**src/rtl/msr_wr_pkg.sv**
```systemverilog
package msr_wr_pkg;

    localparam int IDX_W  = 32;
    localparam int HALF_W = 32;
    localparam int VAL_W  = 2 * HALF_W;

    typedef enum logic [1:0] {
        MODE_REAL = 2'd0,
        MODE_PROT = 2'd1,
        MODE_V86  = 2'd2,
        MODE_LONG = 2'd3
    } cpu_mode_e;

    typedef enum logic [1:0] {
        FLT_NONE = 2'd0,
        FLT_GP   = 2'd1,
        FLT_UD   = 2'd2
    } fault_e;

    typedef struct packed {
        logic   valid;
        logic   commit;
        fault_e fault;
        logic   tlb_flush;
        logic   serialize;
    } rsp_t;

endpackage

```
**src/rtl/msr_table_lookup.sv**
```systemverilog
module msr_table_lookup
    import msr_wr_pkg::*;
#(
    parameter int N_ENT = 8,
    parameter logic [N_ENT-1:0][IDX_W-1:0] ENT_INDEX = '0,
    parameter logic [N_ENT-1:0][VAL_W-1:0] ENT_RSVD  = '0,
    parameter logic [N_ENT-1:0]            ENT_CANON = '0,
    parameter logic [N_ENT-1:0]            ENT_MTRR  = '0
) (
    input  logic [IDX_W-1:0] index,
    output logic [N_ENT-1:0] sel,
    output logic             hit,
    output logic [VAL_W-1:0] rsvd_mask,
    output logic             canon_chk,
    output logic             is_mtrr
);

    for (genvar e = 0; e < N_ENT; e++) begin : g_cmp
        assign sel[e] = (index == ENT_INDEX[e]);
    end

    always_comb begin
        rsvd_mask = '0;
        canon_chk = 1'b0;
        is_mtrr   = 1'b0;
        for (int e = 0; e < N_ENT; e++) begin
            rsvd_mask = rsvd_mask | (ENT_RSVD[e] & {VAL_W{sel[e]}});
            canon_chk = canon_chk | (ENT_CANON[e] & sel[e]);
            is_mtrr   = is_mtrr   | (ENT_MTRR[e]  & sel[e]);
        end
        hit = |sel;
    end

endmodule

```
**src/rtl/msr_fault_eval.sv**
```systemverilog
module msr_fault_eval
    import msr_wr_pkg::*;
#(
    parameter int VA_BITS = 48
) (
    input  logic             lock,
    input  cpu_mode_e        mode,
    input  logic [1:0]       cpl,
    input  logic             hit,
    input  logic [VAL_W-1:0] rsvd_mask,
    input  logic             canon_chk,
    input  logic [VAL_W-1:0] value,
    output fault_e           fault
);

    localparam int TOP_W = VAL_W - VA_BITS + 1;

    logic [TOP_W-1:0] top_bits;
    logic             canonical;
    logic             priv_bad;
    logic             rsvd_bad;
    logic             canon_bad;

    always_comb begin
        top_bits  = value[VAL_W-1:VA_BITS-1];
        canonical = (&top_bits) | ~(|top_bits);
        priv_bad  = (mode == MODE_V86) ||
                    ((mode != MODE_REAL) && (cpl != 2'd0));
        rsvd_bad  = |(value & rsvd_mask);
        canon_bad = canon_chk && !canonical;

        if (lock) begin
            fault = FLT_UD;
        end else if (priv_bad) begin
            fault = FLT_GP;
        end else if (!hit) begin
            fault = FLT_GP;
        end else if (rsvd_bad || canon_bad) begin
            fault = FLT_GP;
        end else begin
            fault = FLT_NONE;
        end
    end

endmodule

```
**src/rtl/msr_store.sv**
```systemverilog
module msr_store
    import msr_wr_pkg::*;
#(
    parameter int N_ENT = 8,
    parameter logic [N_ENT-1:0][IDX_W-1:0] ENT_INDEX = '0
) (
    input  logic             clk,
    input  logic             rst_n,
    input  logic             wr_en,
    input  logic [N_ENT-1:0] wr_sel,
    input  logic [VAL_W-1:0] wr_data,
    input  logic [IDX_W-1:0] rd_index,
    output logic [VAL_W-1:0] rd_data
);

    logic [N_ENT-1:0][VAL_W-1:0] mem_d;
    logic [N_ENT-1:0][VAL_W-1:0] mem_q;
    logic [N_ENT-1:0]            rd_hit;

    always_comb begin
        mem_d = mem_q;
        for (int e = 0; e < N_ENT; e++) begin
            if (wr_en && wr_sel[e]) begin
                mem_d[e] = wr_data;
            end
        end
    end

    always_ff @(posedge clk or negedge rst_n) begin
        if (!rst_n) begin
            mem_q <= '0;
        end else begin
            mem_q <= mem_d;
        end
    end

    for (genvar e = 0; e < N_ENT; e++) begin : g_rd
        assign rd_hit[e] = (rd_index == ENT_INDEX[e]);
    end

    always_comb begin
        rd_data = '0;
        for (int e = 0; e < N_ENT; e++) begin
            rd_data = rd_data | (mem_q[e] & {VAL_W{rd_hit[e]}});
        end
    end

endmodule

```
**src/rtl/msr_wr_guard.sv**
```systemverilog
module msr_wr_guard
    import msr_wr_pkg::*;
#(
    parameter int N_ENT   = 8,
    parameter int VA_BITS = 48,
    parameter logic [N_ENT-1:0][IDX_W-1:0] ENT_INDEX = {
        32'h0000_0175, 32'hC000_0082, 32'hC000_0100, 32'h0000_083F,
        32'h0000_06E0, 32'h0000_02FF, 32'h0000_0200, 32'h0000_0010},
    parameter logic [N_ENT-1:0][VAL_W-1:0] ENT_RSVD = {
        64'h0, 64'h0, 64'h0, 64'hFFFF_FFFF_FFFF_FF00,
        64'h0, 64'hFFFF_FFFF_FFFF_F300, 64'hFFFF_FFF0_0000_0F00, 64'h0},
    parameter logic [N_ENT-1:0] ENT_CANON = 8'b1110_0000,
    parameter logic [N_ENT-1:0] ENT_MTRR  = 8'b0000_0110,
    parameter logic [IDX_W-1:0] SER_FREE_ONE = 32'h0000_06E0,
    parameter logic [IDX_W-1:0] SER_FREE_LO  = 32'h0000_0802,
    parameter logic [IDX_W-1:0] SER_FREE_HI  = 32'h0000_083F
) (
    input  logic        clk,
    input  logic        rst_n,
    input  logic        req_valid,
    input  logic [63:0] req_index,
    input  logic [63:0] req_hi,
    input  logic [63:0] req_lo,
    input  logic [1:0]  req_cpl,
    input  logic [1:0]  req_mode,
    input  logic        req_lock,
    input  logic [31:0] rd_index,
    output logic [63:0] rd_data,
    output logic        rsp_valid,
    output logic        rsp_commit,
    output logic [1:0]  rsp_fault,
    output logic        tlb_flush_all,
    output logic        serialize_req
);

    logic [IDX_W-1:0] idx;
    logic [VAL_W-1:0] value;
    logic             unused_upper;

    assign idx          = req_index[IDX_W-1:0];
    assign value        = {req_hi[HALF_W-1:0], req_lo[HALF_W-1:0]};
    assign unused_upper = ^{req_index[63:IDX_W], req_hi[63:HALF_W], req_lo[63:HALF_W]};

    logic [N_ENT-1:0] sel;
    logic             hit;
    logic [VAL_W-1:0] rsvd_mask;
    logic             canon_chk;
    logic             is_mtrr;
    fault_e           fault;

    msr_table_lookup #(
        .N_ENT     (N_ENT),
        .ENT_INDEX (ENT_INDEX),
        .ENT_RSVD  (ENT_RSVD),
        .ENT_CANON (ENT_CANON),
        .ENT_MTRR  (ENT_MTRR)
    ) i_lookup (
        .index     (idx),
        .sel       (sel),
        .hit       (hit),
        .rsvd_mask (rsvd_mask),
        .canon_chk (canon_chk),
        .is_mtrr   (is_mtrr)
    );

    msr_fault_eval #(
        .VA_BITS (VA_BITS)
    ) i_fault (
        .lock      (req_lock),
        .mode      (cpu_mode_e'(req_mode)),
        .cpl       (req_cpl),
        .hit       (hit),
        .rsvd_mask (rsvd_mask),
        .canon_chk (canon_chk),
        .value     (value),
        .fault     (fault)
    );

    logic wr_en;
    logic ser_free;
    rsp_t rsp_d;
    rsp_t rsp_q;

    always_comb begin
        ser_free = (idx == SER_FREE_ONE) ||
                   ((idx >= SER_FREE_LO) && (idx <= SER_FREE_HI));
        wr_en    = req_valid && (fault == FLT_NONE);
        rsp_d    = '0;
        if (req_valid) begin
            rsp_d.valid = 1'b1;
            rsp_d.fault = fault;
            if (fault == FLT_NONE) begin
                rsp_d.commit    = 1'b1;
                rsp_d.tlb_flush = is_mtrr;
                rsp_d.serialize = !ser_free;
            end
        end
    end

    always_ff @(posedge clk or negedge rst_n) begin
        if (!rst_n) begin
            rsp_q <= '0;
        end else begin
            rsp_q <= rsp_d;
        end
    end

    msr_store #(
        .N_ENT     (N_ENT),
        .ENT_INDEX (ENT_INDEX)
    ) i_store (
        .clk      (clk),
        .rst_n    (rst_n),
        .wr_en    (wr_en),
        .wr_sel   (sel),
        .wr_data  (value),
        .rd_index (rd_index),
        .rd_data  (rd_data)
    );

    assign rsp_valid     = rsp_q.valid;
    assign rsp_commit    = rsp_q.commit;
    assign rsp_fault     = rsp_q.fault;
    assign tlb_flush_all = rsp_q.tlb_flush;
    assign serialize_req = rsp_q.serialize;

endmodule

```
**config.mk**
```make
export PLATFORM = sky130hd
export DESIGN_NAME = msr_wr_guard
export DESIGN_NICKNAME = d
export VERILOG_FILES = /design/src/rtl/msr_wr_pkg.sv /design/src/rtl/msr_table_lookup.sv /design/src/rtl/msr_fault_eval.sv /design/src/rtl/msr_store.sv /design/src/rtl/msr_wr_guard.sv
export SDC_FILE = /design/constraint.sdc
export NUM_CORES = 1
export LEC_CHECK = 0
export ABC_AREA = 0
export BUFFER_PORTS_ARGS = -buffer_cell sky130_fd_sc_hd__buf_2
export CAP_MARGIN = 0
export CORE_MARGIN = 2
export CORE_UTILIZATION = 45
export CTS_CLUSTER_DIAMETER = 50
export DETAILED_ROUTE_END_ITERATION = 10
export GPL_TIMING_DRIVEN = 0
export PLACE_DENSITY = 0.67
export SLEW_MARGIN = 10
export SYNTH_ARGS = -nofsm -noshare
export SYNTH_HDL_FRONTEND = slang
export SYNTH_SLANG_ARGS = --single-unit
```
**constraint.sdc**
```tcl
create_clock -name clk -period 2.2 [get_ports clk]
set_input_delay 0 -clock clk [delete_from_list [all_inputs] [get_ports clk]]
set_output_delay 0 -clock clk [all_outputs]
set_load 0.01 [all_outputs]
```
==> results by group <==
Critical path
  – CP Capture Type: primary output
  – Crit Path Category: input pin to primary output
  – Critical path required time: ~2200 ps
  – WP data arrival: ~2400 ps
  – CP startpoint kind: input pin
  – Crit path max fanout: 5

Layout
  – Area grow syn2layout: 28.3%
  – Layout cells sized above 1: 0.437
  – Fillers: ~3.8k
  – Utilization after layout: 0.584
  – Nets: ~2.2k

Timing
  – Period minus WS final: between 2000 and 2500 ps
  – Setup-failing EPs final: 64
  – Hold slack: roughly 1.8 ps
  – Final Hold Vio Count: 0
  – Worst setup margin: -203 ps
  – Top achievable clock speed: between 400 and 500 MHz
  – Clock Skew: 0 ps
  – Final Max Tran Viols: 0
  – Least-Margin Pin Slew: 733 ps
  – Final period util: 1.09
  – Slew HR: 0.507
  – RSZ-0062 raised after global routing: true

Route
  – Overall routed net length: around 63 mm
  – DRC violations left: 0
  – Pre-Repair DR Iteration Count: 10
  – Antenna Violating Nets Remaining: 0
  – Iter 0 DRT Violations: 1,809
  – Routed WL per cell: ~24 um
  – Via density: between 5 and 6
  – Via count: between 15k and 20k

Die
  – Initial Util: 0.455
  – Site row count: 81
  – Die area: roughly 51,000 sq um
  – Die H: 226 um
  – Chip width: around 230 um
  – Total core area: around 49,000 sq um
  – Ports: about 300

Clock tree
  – Root buf cell: clkbuf_16
  – Skew-Pair Late Insertion Delay: between 600 and 700 ps
  – Clock-pin slew on the worst setup and hold paths: around 60 ps
  – Deepest clock path buffer count: 3
  – Num CTS Buffers: 56
  – CTS tree: built
  – H-tree levels: 2
  – Clock Sinks: between 500 and 600

Global routing
  – Initial antenna violation count: 1
  – Global-route usage over all layers: 0.243
  – Largest net degree at the start of global routing: around 120
  – First-pass GRT wire length: roughly 95 mm
  – Number of global-route vias before repair: 16.0k
  – Remaining Overflow, GRT: 0

Power and ir drop
  – NetSw: 4.37 mW
  – Cell-internal power: 16.2 mW
  – Maximum VDD drop: about 0.0007 V
  – Sequential fraction of design power: 0.463
  – Clock share of power: 0.503
  – Switch share: 0.213
  – Logic gate share of total power: 0.034
  – Power Dens Cells: 723 nW/um^2
  – Static Leak: 14.2 nW

Synthesis
  – Ys Warns: 0
  – Synth cell types: 46
  – Post-Synthesis Cell Area: 22,200 sq um
  – Syn Area/Cell: between 10 and 15 sq um
  – Syn nets: 1,789
  – Post-Syn Instances: ~1.6k
  – Register area share after synthesis: 0.584
  – Synth Register Bits: just over 500

Run status
  – Status: finished with violations
  – Failing checks: setup timing

Min path
  – Hold Crit Class: input pin to asynchronous set/reset pin

Place
  – Post-DP HPWL: just under 40 mm
  – Routability congestion estimate: 0.808
  – PortBufs: approximately 200

Flow run
  – Max_cap viols: 0
[cells in the final DEF, fill, tap and decap left out, types with 5 or more instances in the layout]
cell type	Yosys	routed
dfrtp_1	518	518
mux2_2	287	287
buf_2	7	196
nor2b_1	145	145
a222oi_1	128	128
mux2_4	60	79
nand3_1	76	74
dlygate4sd3_1	0	74
clkbuf_16	0	67
a22oi_1	64	64
buf_4	0	50
buf_6	26	43
clkbuf_8	0	28
nor4_1	27	20
nor2_1	19	19
clkbuf_4	0	17
buf_12	6	13
clkbuf_2	0	12
nand4_1	12	12
clkbuf_1	69	12
nor4_4	7	11
buf_8	0	11
bufinv_16	0	10
clkinv_2	0	8
nand2_1	7	7
or4_4	2	6
a21oi_1	5	5
[final cells by class]
class                   instances  area (sq um)  area share
well taps                     664           831      0.0292
inverters                       1          3.75    0.000132
clock buffers                  78          1660      0.0582
plain buffers                 105          1140      0.0400
repair buffers                344          2620      0.0921
diodes                          2          5.00    0.000176
clock inverters                27           419      0.0147
multi-input cells             930          8810       0.310
flip-flops and latches        518         13000       0.456
[logic make-up after synthesis]
logic type             Yosys count  share of synthesized area
flip-flops                     518                      0.584
multiplexers                   370                      0.198
AND/OR/NAND/NOR                348                     0.0985
AO/OA/AOI/OAI                  212                     0.0869
buffers and inverters          109                     0.0320
[path summary, 6_finish.rpt]
kind	from	endpoint	slack, ps	cells after the start
max in group asynchronous	rst_n	i_store.mem_q[70]$_DFFE_PN0P_	790	4
hold reg to reg	i_store.mem_q[320]$_DFFE_PN0P_	i_store.mem_q[320]$_DFFE_PN0P_	500	1
setup reg to reg	i_store.mem_q[419]$_DFFE_PN0P_	i_store.mem_q[419]$_DFFE_PN0P_	1400	1
setup / recovery	rd_index[13]	rd_data[36]	-200	11
min in group clk	req_index[30]	serialize_req$_DFF_PN0_	10	6
hold / removal	rst_n	i_store.mem_q[481]$_DFFE_PN0P_	2	2
[power groups by stage]
stage / combinational (mW) / clock [mW] / sequential, mW
after floorplan: 0.0730 / 0 / 9.71
after global placement: 0.515 / 0 / 9.71
after detailed placement: 0.556 / 0 / 9.70
after CTS: 0.690 / 10.5 / 9.53
after global routing: 0.765 / 10.9 / 9.52
final: 0.702 / 10.3 / 9.53
[Yosys cell counts (all sizes together)]
cell	n	area share
nor3b	2	0.00068
nand4	12	0.0034
nor4bb	1	0.00045
nor4	35	0.015
o21ai	3	0.00085
and3	2	0.00056
a222oi	128	0.058
nor2b	145	0.041
a211oi	4	0.0019
and4	5	0.0020
nand3b	4	0.0014
and3b	1	0.00039
or3	6	0.0017
nand4b	2	0.00079
o31ai	1	0.00034
a22oi	64	0.022
or4	8	0.0030
nand2b	1	0.00028
nand2	7	0.0012
nand3	76	0.017
o21a	1	0.00034
and4b	1	0.00045
a311oi	1	0.0012
and2	2	0.00056
inv	1	0.00017
clkbuf	69	0.012
o21bai	1	0.00034
buf	39	0.020
nor2	19	0.0032
nor4b	7	0.0028
a21oi	5	0.0011
dfrtp	518	0.58
mux2	370	0.20
o2111ai	1	0.00039
or2	1	0.00028
nor3	11	0.0025
a21o	3	0.0010
[timing repair]
item / 4_1_cts / 5_1_grt
endpoints found under the hold margin: 431 / 0
hold buffers: 75 / 0
cloned: 4 / 7
resized for setup: 104 / 95
setup endpoints to repair: 575 / 561
buffers inserted: 23 / 24
pin swaps: 57 / 45
[state kept, by name, indices dropped and copies added (netlist names)]
register and count:
rsp_valid 1, rsp_commit 1, rsp_fault 2, tlb_flush_all 1
serialize_req 1, i_store.mem_q 512
[per-layer routing]
layer	up-vias	wire, um	GRT usage
met5	-	0	0
met4	0	1810	0.0844
met3	117	3720	0.0384
met2	541	30700	0.392
li1	6788	-	-
met1	8192	26700	0.334
[worst max-delay path: stages]
cell       delay [ps]
buf_6              90
or4_4             580
nor3_4            180
nand4_1           250
nor4b_4           400
buf_4             200
clkbuf_16         180
clkbuf_16         150
a222oi_1          110
nand3_1           130
buf_2             130
[per-stage QoR]
step           worst slack, ps  std cells  area, sq um  power [mW]  TNS (ps)
2_1_floorplan             -490       1557        22400        9.78   -116790
3_3_place_gp             -8990       2422        24300        10.2  -5442770
3_5_place_dp             -1990       2434        24500        10.3   -700600
4_1_cts                   -266       2641        27900        20.7    -17730
5_1_grt                   -263       2668        28400        21.2    -12360
6_report                  -203       2669        28400        20.6     -9010
No activity file was read; power rests on OpenSTA's default activity.
